File: config.mk
export PLATFORM = sky130hd
export DESIGN_NAME = chan_atten_split
export DESIGN_NICKNAME = d
export VERILOG_FILES = /design/src/rtl/chan_atten_pkg.sv /design/src/rtl/catt_split.sv /design/src/rtl/catt_seq.sv /design/src/rtl/catt_store.sv /design/src/rtl/chan_atten_split.sv
export SDC_FILE = /design/constraint.sdc
export NUM_CORES = 1
export LEC_CHECK = 0
export ABC_AREA = 1
export BUFFER_PORTS_ARGS = -buffer_cell sky130_fd_sc_hd__buf_2
export CELL_PAD_IN_SITES_DETAIL_PLACEMENT = 1
export CELL_PAD_IN_SITES_GLOBAL_PLACEMENT = 2
export CORE_MARGIN = 5
export CORE_UTILIZATION = 41
export DETAILED_ROUTE_END_ITERATION = 10
export PLACE_DENSITY_LB_ADDON = 0.1
export SLEW_MARGIN = 15
export SYNTH_ARGS = -nofsm -noshare
export SYNTH_HDL_FRONTEND = slang
export SYNTH_HIERARCHICAL = 1
export SYNTH_SLANG_ARGS = --single-unit
File: constraint.sdc
create_clock -name clk -period 6.3 [get_ports clk]
set_input_delay 0.315 -clock clk [delete_from_list [all_inputs] [get_ports clk]]
set_output_delay 0.315 -clock clk [all_outputs]
set_load 0.01 [all_outputs]
File: src/rtl/chan_atten_pkg.sv
package chan_atten_pkg;
  typedef enum logic [1:0] {
    ERR_OK    = 2'd0,
    ERR_NODEV = 2'd1,
    ERR_RANGE = 2'd2
  } att_err_e;

  typedef enum logic [1:0] {
    SQ_IDLE  = 2'd0,
    SQ_WAIT1 = 2'd1,
    SQ_WAIT2 = 2'd2
  } seq_state_e;
endpackage

File: src/rtl/catt_split.sv
// Combinational range check and stage split.
module catt_split #(
  parameter int VAL_W        = 8,
  parameter int STAGE_CAP    = 124,
  parameter int MAX_WHOLE_DB = 63,
  localparam int REQ_W       = VAL_W + 1
) (
  input  logic [REQ_W-1:0] total,
  input  logic             equal,
  output logic [VAL_W-1:0] s1,
  output logic [VAL_W-1:0] s2,
  output logic             range_bad
);
  always_comb begin
    range_bad = (int'(total[REQ_W-1:2]) > MAX_WHOLE_DB);
    if (equal)
      s1 = total[VAL_W:1];
    else if (int'(total) < STAGE_CAP)
      s1 = total[VAL_W-1:0];
    else
      s1 = VAL_W'(STAGE_CAP);
    s2 = total[VAL_W-1:0] - s1;
  end
endmodule

File: src/rtl/catt_seq.sv
// Sequencer: accept, reject or issue two ordered loader commands.
module catt_seq
  import chan_atten_pkg::*;
#(
  parameter int CH_W  = 4,
  parameter int VAL_W = 8
) (
  input  logic             clk,
  input  logic             rst,
  input  logic             set_valid,
  input  logic [CH_W-1:0]  set_chan,
  input  logic             chan_ok,
  input  logic             range_bad,
  input  logic [VAL_W-1:0] s1,
  input  logic [VAL_W-1:0] s2,
  output logic             set_ready,
  output logic             set_done,
  output logic [1:0]       set_err,
  output logic             ld_valid,
  output logic [CH_W-1:0]  ld_chan,
  output logic             ld_stage,
  output logic [VAL_W-1:0] ld_qdb,
  input  logic             ld_done,
  output logic             wr_en,
  output logic [CH_W-1:0]  wr_chan,
  output logic             wr_stage,
  output logic [VAL_W-1:0] wr_val
);
  seq_state_e       state_q;
  logic [VAL_W-1:0] s1_q, s2_q;

  assign set_ready = (state_q == SQ_IDLE);

  // store update follows each loader acknowledgement
  assign wr_en    = ld_done && (state_q != SQ_IDLE);
  assign wr_chan  = ld_chan;
  assign wr_stage = (state_q == SQ_WAIT2);
  assign wr_val   = (state_q == SQ_WAIT2) ? s2_q : s1_q;

  always_ff @(posedge clk) begin
    if (rst) begin
      state_q  <= SQ_IDLE;
      s1_q     <= '0;
      s2_q     <= '0;
      set_done <= 1'b0;
      set_err  <= ERR_OK;
      ld_valid <= 1'b0;
      ld_chan  <= '0;
      ld_stage <= 1'b0;
      ld_qdb   <= '0;
    end else begin
      set_done <= 1'b0;
      ld_valid <= 1'b0;
      unique case (state_q)
        SQ_IDLE: begin
          if (set_valid) begin
            if (!chan_ok) begin
              set_done <= 1'b1;
              set_err  <= ERR_NODEV;
            end else if (range_bad) begin
              set_done <= 1'b1;
              set_err  <= ERR_RANGE;
            end else begin
              s1_q     <= s1;
              s2_q     <= s2;
              ld_valid <= 1'b1;
              ld_chan  <= set_chan;
              ld_stage <= 1'b0;
              ld_qdb   <= s1;
              state_q  <= SQ_WAIT1;
            end
          end
        end
        SQ_WAIT1: begin
          if (ld_done) begin
            ld_valid <= 1'b1;
            ld_stage <= 1'b1;
            ld_qdb   <= s2_q;
            state_q  <= SQ_WAIT2;
          end
        end
        SQ_WAIT2: begin
          if (ld_done) begin
            set_done <= 1'b1;
            set_err  <= ERR_OK;
            state_q  <= SQ_IDLE;
          end
        end
        default: state_q <= SQ_IDLE;
      endcase
    end
  end
endmodule

File: src/rtl/catt_store.sv
// Per-stage value registers and summed channel read-back.
module catt_store
  import chan_atten_pkg::*;
#(
  parameter int NUM_CH     = 8,
  parameter int CH_W       = 4,
  parameter int VAL_W      = 8,
  parameter int SUM_W      = 9,
  parameter int STARTUP_S1 = 40,
  parameter int STARTUP_S2 = 20,
  localparam int NUM_STG   = 2,
  localparam int IDX_W     = (NUM_CH > 1) ? $clog2(NUM_CH) : 1
) (
  input  logic             clk,
  input  logic             rst,
  input  logic             wr_en,
  input  logic [CH_W-1:0]  wr_chan,
  input  logic             wr_stage,
  input  logic [VAL_W-1:0] wr_val,
  input  logic             rd_valid,
  input  logic [CH_W-1:0]  rd_chan,
  input  logic             rd_chan_ok,
  input  logic             rd_sel,
  output logic             rd_done,
  output logic [1:0]       rd_err,
  output logic [SUM_W-1:0] rd_sum
);
  localparam logic [VAL_W-1:0] BOOT [NUM_STG] = '{VAL_W'(STARTUP_S1), VAL_W'(STARTUP_S2)};

  logic [VAL_W-1:0] cur_q [NUM_CH][NUM_STG];
  logic [IDX_W-1:0] wr_idx, rd_idx;
  logic [SUM_W-1:0] acc;

  assign wr_idx = IDX_W'(wr_chan - CH_W'(1));
  assign rd_idx = IDX_W'(rd_chan - CH_W'(1));

  generate
    for (genvar c = 0; c < NUM_CH; c++) begin : g_ch
      for (genvar s = 0; s < NUM_STG; s++) begin : g_stg
        always_ff @(posedge clk) begin
          if (rst)
            cur_q[c][s] <= BOOT[s];
          else if (wr_en && (int'(wr_idx) == c) && (int'(wr_stage) == s))
            cur_q[c][s] <= wr_val;
        end
      end
    end
  endgenerate

  always_comb begin
    acc = '0;
    for (int s = 0; s < NUM_STG; s++)
      acc = acc + SUM_W'(rd_sel ? BOOT[s] : cur_q[rd_idx][s]);
  end

  always_ff @(posedge clk) begin
    if (rst) begin
      rd_done <= 1'b0;
      rd_err  <= ERR_OK;
      rd_sum  <= '0;
    end else begin
      rd_done <= rd_valid;
      if (rd_valid) begin
        rd_err <= rd_chan_ok ? ERR_OK : ERR_NODEV;
        rd_sum <= rd_chan_ok ? acc : '0;
      end
    end
  end
endmodule

File: src/rtl/chan_atten_split.sv
module chan_atten_split #(
  parameter int NUM_CH       = 8,
  parameter int VAL_W        = 8,
  parameter int STAGE_CAP    = 124,
  parameter int MAX_WHOLE_DB = 63,
  parameter int STARTUP_S1   = 40,
  parameter int STARTUP_S2   = 20,
  localparam int CH_W        = $clog2(NUM_CH + 1),
  localparam int REQ_W       = VAL_W + 1,
  localparam int SUM_W       = VAL_W + 1
) (
  input  logic             clk,
  input  logic             rst,
  input  logic             set_valid,
  output logic             set_ready,
  input  logic [CH_W-1:0]  set_chan,
  input  logic [REQ_W-1:0] set_total_qdb,
  input  logic             set_equal,
  output logic             set_done,
  output logic [1:0]       set_err,
  output logic             ld_valid,
  output logic [CH_W-1:0]  ld_chan,
  output logic             ld_stage,
  output logic [VAL_W-1:0] ld_qdb,
  input  logic             ld_done,
  input  logic             rd_valid,
  input  logic [CH_W-1:0]  rd_chan,
  input  logic             rd_sel,
  output logic             rd_done,
  output logic [1:0]       rd_err,
  output logic [SUM_W-1:0] rd_sum
);
  logic [VAL_W-1:0] s1, s2;
  logic             range_bad, set_chan_ok, rd_chan_ok;
  logic             wr_en, wr_stage;
  logic [CH_W-1:0]  wr_chan;
  logic [VAL_W-1:0] wr_val;

  assign set_chan_ok = (set_chan != '0) && (int'(set_chan) <= NUM_CH);
  assign rd_chan_ok  = (rd_chan  != '0) && (int'(rd_chan)  <= NUM_CH);

  catt_split #(.VAL_W(VAL_W), .STAGE_CAP(STAGE_CAP), .MAX_WHOLE_DB(MAX_WHOLE_DB)) split_i (
    .total(set_total_qdb), .equal(set_equal), .s1(s1), .s2(s2), .range_bad(range_bad)
  );

  catt_seq #(.CH_W(CH_W), .VAL_W(VAL_W)) seq_i (
    .clk(clk), .rst(rst), .set_valid(set_valid), .set_chan(set_chan),
    .chan_ok(set_chan_ok), .range_bad(range_bad), .s1(s1), .s2(s2),
    .set_ready(set_ready), .set_done(set_done), .set_err(set_err),
    .ld_valid(ld_valid), .ld_chan(ld_chan), .ld_stage(ld_stage), .ld_qdb(ld_qdb),
    .ld_done(ld_done), .wr_en(wr_en), .wr_chan(wr_chan), .wr_stage(wr_stage),
    .wr_val(wr_val)
  );

  catt_store #(.NUM_CH(NUM_CH), .CH_W(CH_W), .VAL_W(VAL_W), .SUM_W(SUM_W),
               .STARTUP_S1(STARTUP_S1), .STARTUP_S2(STARTUP_S2)) store_i (
    .clk(clk), .rst(rst), .wr_en(wr_en), .wr_chan(wr_chan), .wr_stage(wr_stage),
    .wr_val(wr_val), .rd_valid(rd_valid), .rd_chan(rd_chan), .rd_chan_ok(rd_chan_ok),
    .rd_sel(rd_sel), .rd_done(rd_done), .rd_err(rd_err), .rd_sum(rd_sum)
  );
endmodule

Yosys cells after proc, flatten, opt, wreduce, memory -nomap -nowiden
Memory sizes are Yosys's and may differ from the RTL's.
Index checks and enable logic that the tools add are counted.
Word-level totals
  memory bits (writable): 128
  bits of input ports: 24
  memories kept: 1
  register bits after elaboration: 47
Memories
  store_i.cur_q: words 8, width 16, read ports 1, clocked after memory_dff 0, write ports 8, RTL line catt_store.sv:30  | logic [VAL_W-1:0] cur_q [NUM_CH][NUM_STG];
Cells by class
  bitwise gates (word level): 18
  multiplexer cells: 102
  equality and inequality tests: 15
  order comparisons: 4
  reductions and logical operators: 38
  add/subtract/negate cells: 4
Operators by type and width (number)
  $mux W8: 25
  $mux W1: 62
  $logic_and A1 B1 Y1: 27
  $mux W2: 8
  $or A1 B1 Y1: 16
  $pmux W8 S2: 1
  $eq A3 B3 Y1 const B: 4
  $reduce_and A5 Y1: 2
  $add A9 B9 Y9: 1
  $lt A9 B7 Y1 const B: 1
  $mux W9: 1
  $le A4 B4 Y1 const B: 2
  $ne A2 B2 Y1 const B: 4
  $reduce_and A4 Y1: 2
  $reduce_bool A4 Y1: 2
  $sub A8 B8 Y8: 1
  $gt A7 B6 Y1 const B: 1
  $eq A3 B2 Y1 const B: 2
  $pmux W1 S2: 3
  $pmux W2 S3: 1
  $reduce_bool A2 Y1: 3
  $sub A3 B1 Y3 const B: 2
  $pmux W2 S2: 1
  $eq A3 B1 Y1 const B: 1
  other kinds (7): 8

Longest topological paths before layout
Gate-level depths: netlist (run 1).
  depth after elaboration: 8
  gate-level depth with buffers: 23

Hierarchy
Netlist (run 1), hierarchy kept.
Modules (own cells, without submodules)
  catt_store: cells each 717, area an instance 6716.4 µm², times used 1
  catt_seq: cells each 237, area an instance 1651.6 µm², times used 1
  catt_split: cells each 83, area an instance 511.7 µm², times used 1
  chan_atten_split: cells each 14, area an instance 60.1 µm², times used 1

Worst setup path before layout (run 1)
Ideal clock, no wire load.
  path kind: input -> register
  start point: input rd_chan[0]
  end point: register store_i.rd_sum[4]
  setup time: 0.070 ns
  stages: 22
  path buffers: 5
  data arrival time: 2.943 ns
  required time: 6.230 ns
  setup slack: 3.287 ns
  path through: buf_4 > inv_2 > buf_6 > buf_2 > ha_1 > buf_2 > inv_2 > clkbuf_1 > o21ai_0 > o22ai_1 > nor2_1 > nor2_1 > ha_1 > inv_1 > fa_1 > inv_1 > nand2_1 > nand2_1 > and2_1 > or2_0 > nand3_1 > a21oi_1
Between the ends
  cells in the longest elaborated chain, start to end: 5
  elaborated cells between the ends (all ways): 9
Ends and longest elaborated chain
  start, declared: RTL line chan_atten_split.sv:27  | input logic [CH_W-1:0] rd_chan,
  $sub A3 B1 Y3: RTL line catt_store.sv:35  | assign rd_idx = IDX_W'(rd_chan - CH_W'(1));
  $mem_v2 Z8 W16
  $mux W8: RTL line catt_store.sv:53  | acc = acc + SUM_W'(rd_sel ? BOOT[s] : cur_q[rd_idx][s]);
  $add A9 B9 Y9: RTL line catt_store.sv:53
  $mux W9 (*): RTL line catt_store.sv:65  | rd_sum <= rd_chan_ok ? acc : '0;
  end signal, assigned: RTL line catt_store.sv:65
  end, declared: RTL line catt_store.sv:26  | output logic [SUM_W-1:0] rd_sum
Mark *: on every way between the ends. The rest lies on a longest branch, timed or not.
A chain may end at the register's enable or synchronous reset.

Worst setup path after layout (run 1)
Ends and elaborated chain as after synthesis.

==> impl_metrics.toml, run 1 <==
[worst_hold_path]
hp-start = "rd_valid"
hold_path_class = "input pin to flip-flop"

[pwr]
leakage_nw = 3.84
p_int_w = 0.00189
combPwrFrac_pct = 14.0
p_sw_share_pct = 28.3
p_switching_w = 0.000746
p_per_area_nw_per_um2 = 269
ir_worst_vdd_mv = 0.172
clkPwrFrac_pct = 37.2
pwr-share-seq_pct = 48.8

[clocking]
cts_sinks = 174
cts_tree = "yes"
cts_buffer_depth = 2
postCtsResizedCells = 0
cts_hold_buf = 0
cts_buffers = 17
insertion_delay_ps = 430
post-cts-setup-buffer-count = 0
clk_pin_slew_worst_paths_ps = 70
cts_max_level = 4
cts_root_buf = "clkbuf_16"

[timing]
tns_ps = 0
holdWs_ps = 159
period_needed_ps = 3180
fin_ws_ps = 3120
tightest_slew_ps = 870
finalMaxSlewViolations = 0
final_hold_viol_count = 0
min_period_over_period_pct = 50.4
relSlewSlack_pct = 41.9
skew_ps = 14.6
setup_viol = 0
fmax_mhz = 315
rsz0062_at_grt = "false"

[finish]
final.fill_count = 2605
area_growth_pct = 9.69
final_layout_size_suffix_gt1_share_pct = 13.9
stdcell_area_sq_um = 9800
n_antenna_cell = 0
nNetsFinal = 1112

[grt]
grt_pass1_wl_um = 41100
grtUsageMet1_pct = 25.3
grtUsageTotal_pct = 21.9
gr-max-usage-layer = "met2"
grt_use_met3_pct = 3.14
grtUsageMet2_pct = 41.6
grt_max_degree = 67
antenna_found_initial = 0
grt_pass1_vias = 7522
overflow = 0

[worst_setup_path]
crit_slowest_cell = "buf_4"
path_cells = "buf_2 > buf_4 > inv_2 > ha_1 > inv_2 > o21ai_0 > o22ai_1 > o21ai_0 > nor2_1 > ha_1 > inv_1 > fa_1 > inv_1 > nand2_1 > nand2_1 > and2_1 > or2_0 > nand3_1 > a21oi_1"
slowest_delay_ps = 500
cp.arrival_ps = 3530
critPathLaunchType = "input pin"
crit_family = "buffers and inverters"
endpoint_kind = "flip-flop"
critPathLaunch = "rd_chan[0]"
crit_buf_inv = 6
reg2reg_from = "seq_i/state_q[0]"
worstPathMaxFanout = 66
critPathKind = "input pin to flip-flop"
cp.required_ps = 6660

[drt]
viasPerCell = 5.17
drt_iter0_markers = 397
route.detailed.wl_per_inst_um = 19.0
vias = 7052
ant_nets = 0
wirelength_um = 26000
drc = 0
dr.pass1.iters = 4

[placed_design]
dpl-instance-area_sq_um = 9260
port_buffers = 52
dp_hpwl_um = 18400
routabilityCongestion = 0.817
place_ws_ps = 2640

[yosys]
synth_nets = 1091
syn_area_per_cell_sq_um = 8.51
postSynthCellCount = 1050
syn_area_sq_um = 8930
yosys_warnings = 6

[die]
core.rowCount = 54
die_w_um = 158
die_h_um = 158
design.die.area_sq_um = 24800
initial_core_util_pct = 41.3
design.core.area_sq_um = 21600
ios = 54

[status]
status = "finished, final reports clean"

[flow_run]
cap_violations = 0
[tightest hold or removal path: stages]
cell,delay (ps)
buf_2,100
o21ai_0,70
nor2_1,70
[cells in the final DEF (no fill, tap or decap), drive strengths merged]
cell	count
nand3b	3
o21ai	86
fa	2
a21oi	29
or2	3
dfxtp	46
xnor2	4
o22ai	20
clkbuf	18
ha	15
buf	58
edfxtp	128
and2	1
nand3	72
o31ai	1
and3	1
o211ai	4
nor2	264
inv	96
a31oi	3
conb	1
clkinv	9
nand2	204
nand4	2
nor4	2
a21o	1
a21boi	2
o21a	1
a2bb2oi	1
clkinvlp	4
xor2	3
[flip-flops by register name (all words and copies together), names as in the netlist]
name	count
seq_i/set_done	1
store_i/cur_q	128
store_i/rd_err	1
seq_i/s1_q	8
seq_i/ld_stage	1
store_i/rd_sum	9
seq_i/ld_valid	1
seq_i/state_q	2
seq_i/ld_qdb	8
seq_i/s2_q	8
store_i/rd_done	1
seq_i/set_err	2
seq_i/ld_chan	4
[metal layers]
layer	share of wire [%]	up-vias
met3	2.9	36
met1	41	3423
met2	54	125
li1	-	3468
met5	0	-
met4	2.0	0
[power by group through the flow]
stage,clock (W),combinational (W),sequential (W)
3_5_place_dp,0,0.000375,0.00131
2_1_floorplan,0,0.000255,0.00131
4_1_cts,0.00100,0.000377,0.00129
3_3_place_gp,0,0.000370,0.00131
6_report,0.000981,0.000370,0.00129
5_1_grt,0.00105,0.000418,0.00129
[through the flow]
step | std cells | utilization, % | total power, W
6_report | 1364 | 45.3 | 0.00264
5_1_grt | 1364 | 45.3 | 0.00276
4_1_cts | 1364 | 45.3 | 0.00266
3_5_place_dp | 1332 | 42.8 | 0.00169
3_3_place_gp | 1332 | 42.8 | 0.00168
2_1_floorplan | 1050 | - | 0.00156
[cell type report]
type | count | area, sq um | share of cell area (%)
multi-input combinational | 725 | 3480 | 35.5
sequential | 174 | 4760 | 48.6
tap | 280 | 350 | 3.58
clock buffer | 18 | 429 | 4.38
inverter | 95 | 359 | 3.66
clock inverter | 14 | 113 | 1.15
timing repair buffer | 58 | 305 | 3.12
[final timing paths]
kind / cells past startpoint / slack (ps) / end
worst max register to register: 6 / 3790 / store_i/cur_q[0][0]
worst min register to register: 2 / 460 / store_i/rd_sum[5]
worst max-delay path: 19 / 3120 / store_i/rd_sum[4]
worst min-delay path: 3 / 160 / store_i/rd_err[0]
Power figures use the tool's default switching activity.
==> run 2, diff against run 1 <==
Settings changed: ABC_AREA 1 to 0, CORE_UTILIZATION 41 to 38.
Clock period 6.3 ns to 2.87 ns, I/O delays scaled along.
==> impl_metrics.toml, run 2 <==
[status]
status = "finished, final reports clean"

[pwr]
power_w = 0.00581
ir_worst_vdd_mv = 0.316
p_per_area_nw_per_um2 = 570
leakage_nw = 3.74

[worst_setup_path]
cp.arrival_ps = 2890
path_cells = "mux4_1 > nand2_1 > a21oi_1 > ha_1 > inv_1 > fa_1 > nor2b_4 > o31a_1 > o21ai_2 > a21boi_0 > o41ai_1"
endpoint_kind = "flip-flop"
critPathKind = "flip-flop to flip-flop"
crit_slowest_cell = "mux4_1"
critPathLaunchType = "flip-flop"
cp.required_ps = 3200
slowest_delay_ps = 520
worstPathMaxFanout = 3

[finish]
nNetsFinal = 861
final_cell_mix = "128 x edfxtp_1, 97 x and2_1, 88 x nand2_1"
largest-register = "store_i/cur_q"
multi_input_area_sq_um = 3740
final_cells = 1152
stdcell_area_sq_um = 10200
n_antenna_cell = 0
final_layout_size_suffix_gt1_share_pct = 20.0
area_growth_pct = 14.8
area.sequential_sq_um = 4760
final_common_cell = "edfxtp_1"
top_regs = "store_i/cur_q (128), store_i/rd_sum (9)"
final.fill_count = 2543
largest_reg_flops = 128

[drt]
ant_nets = 0
route.detailed.wl_per_inst_um = 20.3
wirelength_um = 23400
viasPerCell = 5.24
vias = 6031
dr.pass1.iters = 4
drc = 0
drt_iter0_markers = 333

[timing]
fin_ws_ps = 305
finalMaxSlewViolations = 0
skew_ps = 8.18
rsz0062_at_grt = "false"
holdWs_ps = 31.9
final_hold_viol_count = 0
tightest_slew_ps = 740
fmax_mhz = 390
setup_viol = 0
min_period_over_period_pct = 89.4
relSlewSlack_pct = 50.7
period_needed_ps = 2570

[placed_design]
dp_hpwl_um = 16600
place_inst = 1116
port_buffers = 52
place_ws_ps = -99.6
routabilityCongestion = 0.793
dpl-instance-area_sq_um = 9580

[die]
die_h_um = 163
core.rowCount = 56
design.die.area_sq_um = 26500
ios = 54
initial_core_util_pct = 38.1
design.core.area_sq_um = 23300
die_w_um = 163

[flow_run]
cap_violations = 0

[grt]
grt_pass1_wl_um = 37400
grt_pass1_vias = 6597
antenna_found_initial = 0
overflow = 0
grtUsageTotal_pct = 18.4
grt_max_degree = 44

[clocking]
cts_root_buf = "clkbuf_16"
insertion_delay_ps = 430
postCtsResizedCells = 0
cts_tree = "yes"
cts_sinks = 174
cts_max_level = 4
cts_buffers = 17
clk_pin_slew_worst_paths_ps = 70
cts_buffer_depth = 2

[yosys]
synth_nets = 796
yosys_warnings = 6
syn_area_sq_um = 8870
syn_area_per_cell_sq_um = 11.8
postSynthCellCount = 755

[worst_hold_path]
hold_path_class = "input pin to flip-flop"
## run 2: per-stage QoR
stage,TNS (ps),util [%]
finish,0,43.8
global route,0,43.8
CTS,0,43.8
detailed placement,-111,41.2
global placement,-46.3,41.2
floorplan,0,-
## run 2: timing repair
| item | 4_1_cts | 5_1_grt |
|---|---|---|
| buffers inserted | 0 | 0 |
| endpoints found under the hold margin | 4 | 0 |
| endpoints found under the setup margin | 0 | 0 |
| hold buffers | 4 | 0 |
## run 2: layout make-up
class,count,share of cell area (%)
clock buffers,19,4.25
clock inverters,13,1.38
inverters,23,0.847
multi-input cells,508,36.7
flip-flops and latches,174,46.8
well taps,319,3.92
repair buffers,96,6.14
## run 2: worst paths after layout
path | slack (ps) | end | startpoint | cells past startpoint
min | 30 | store_i/rd_sum[0] | rd_valid | 3
max reg2reg | 300 | store_i/rd_sum[6] | store_i/cur_q[6][0] | 11
min reg2reg | 460 | seq_i/s1_q[2] | seq_i/s1_q[2] | 2
max | 300 | store_i/rd_sum[6] | store_i/cur_q[6][0] | 11
## run 2: routing by layer
metal	global-route usage [%]	share of wire, %	vias to the layer above
li1	-	-	2839
met2	32.0	50	116
met1	24.2	45	3056
met3	2.94	3.4	20
met4	4.69	1.1	0
met5	0	0	-
## run 2: power breakdown
group / internal [W] / total (W) / switching (W)
registers: 0.00277 / 0.00282 / 0.0000408
clock network: 0.00128 / 0.00226 / 0.000976
logic: 0.000310 / 0.000735 / 0.000425
## run 2: critical path, delay by kind of cell (launching register included)
family	cells	cell delay, ps
fa+ha+maj	2	440
buf+inv	1	70
flops	1	430
simple gates	2	140
mux	1	520
compound gates	5	850
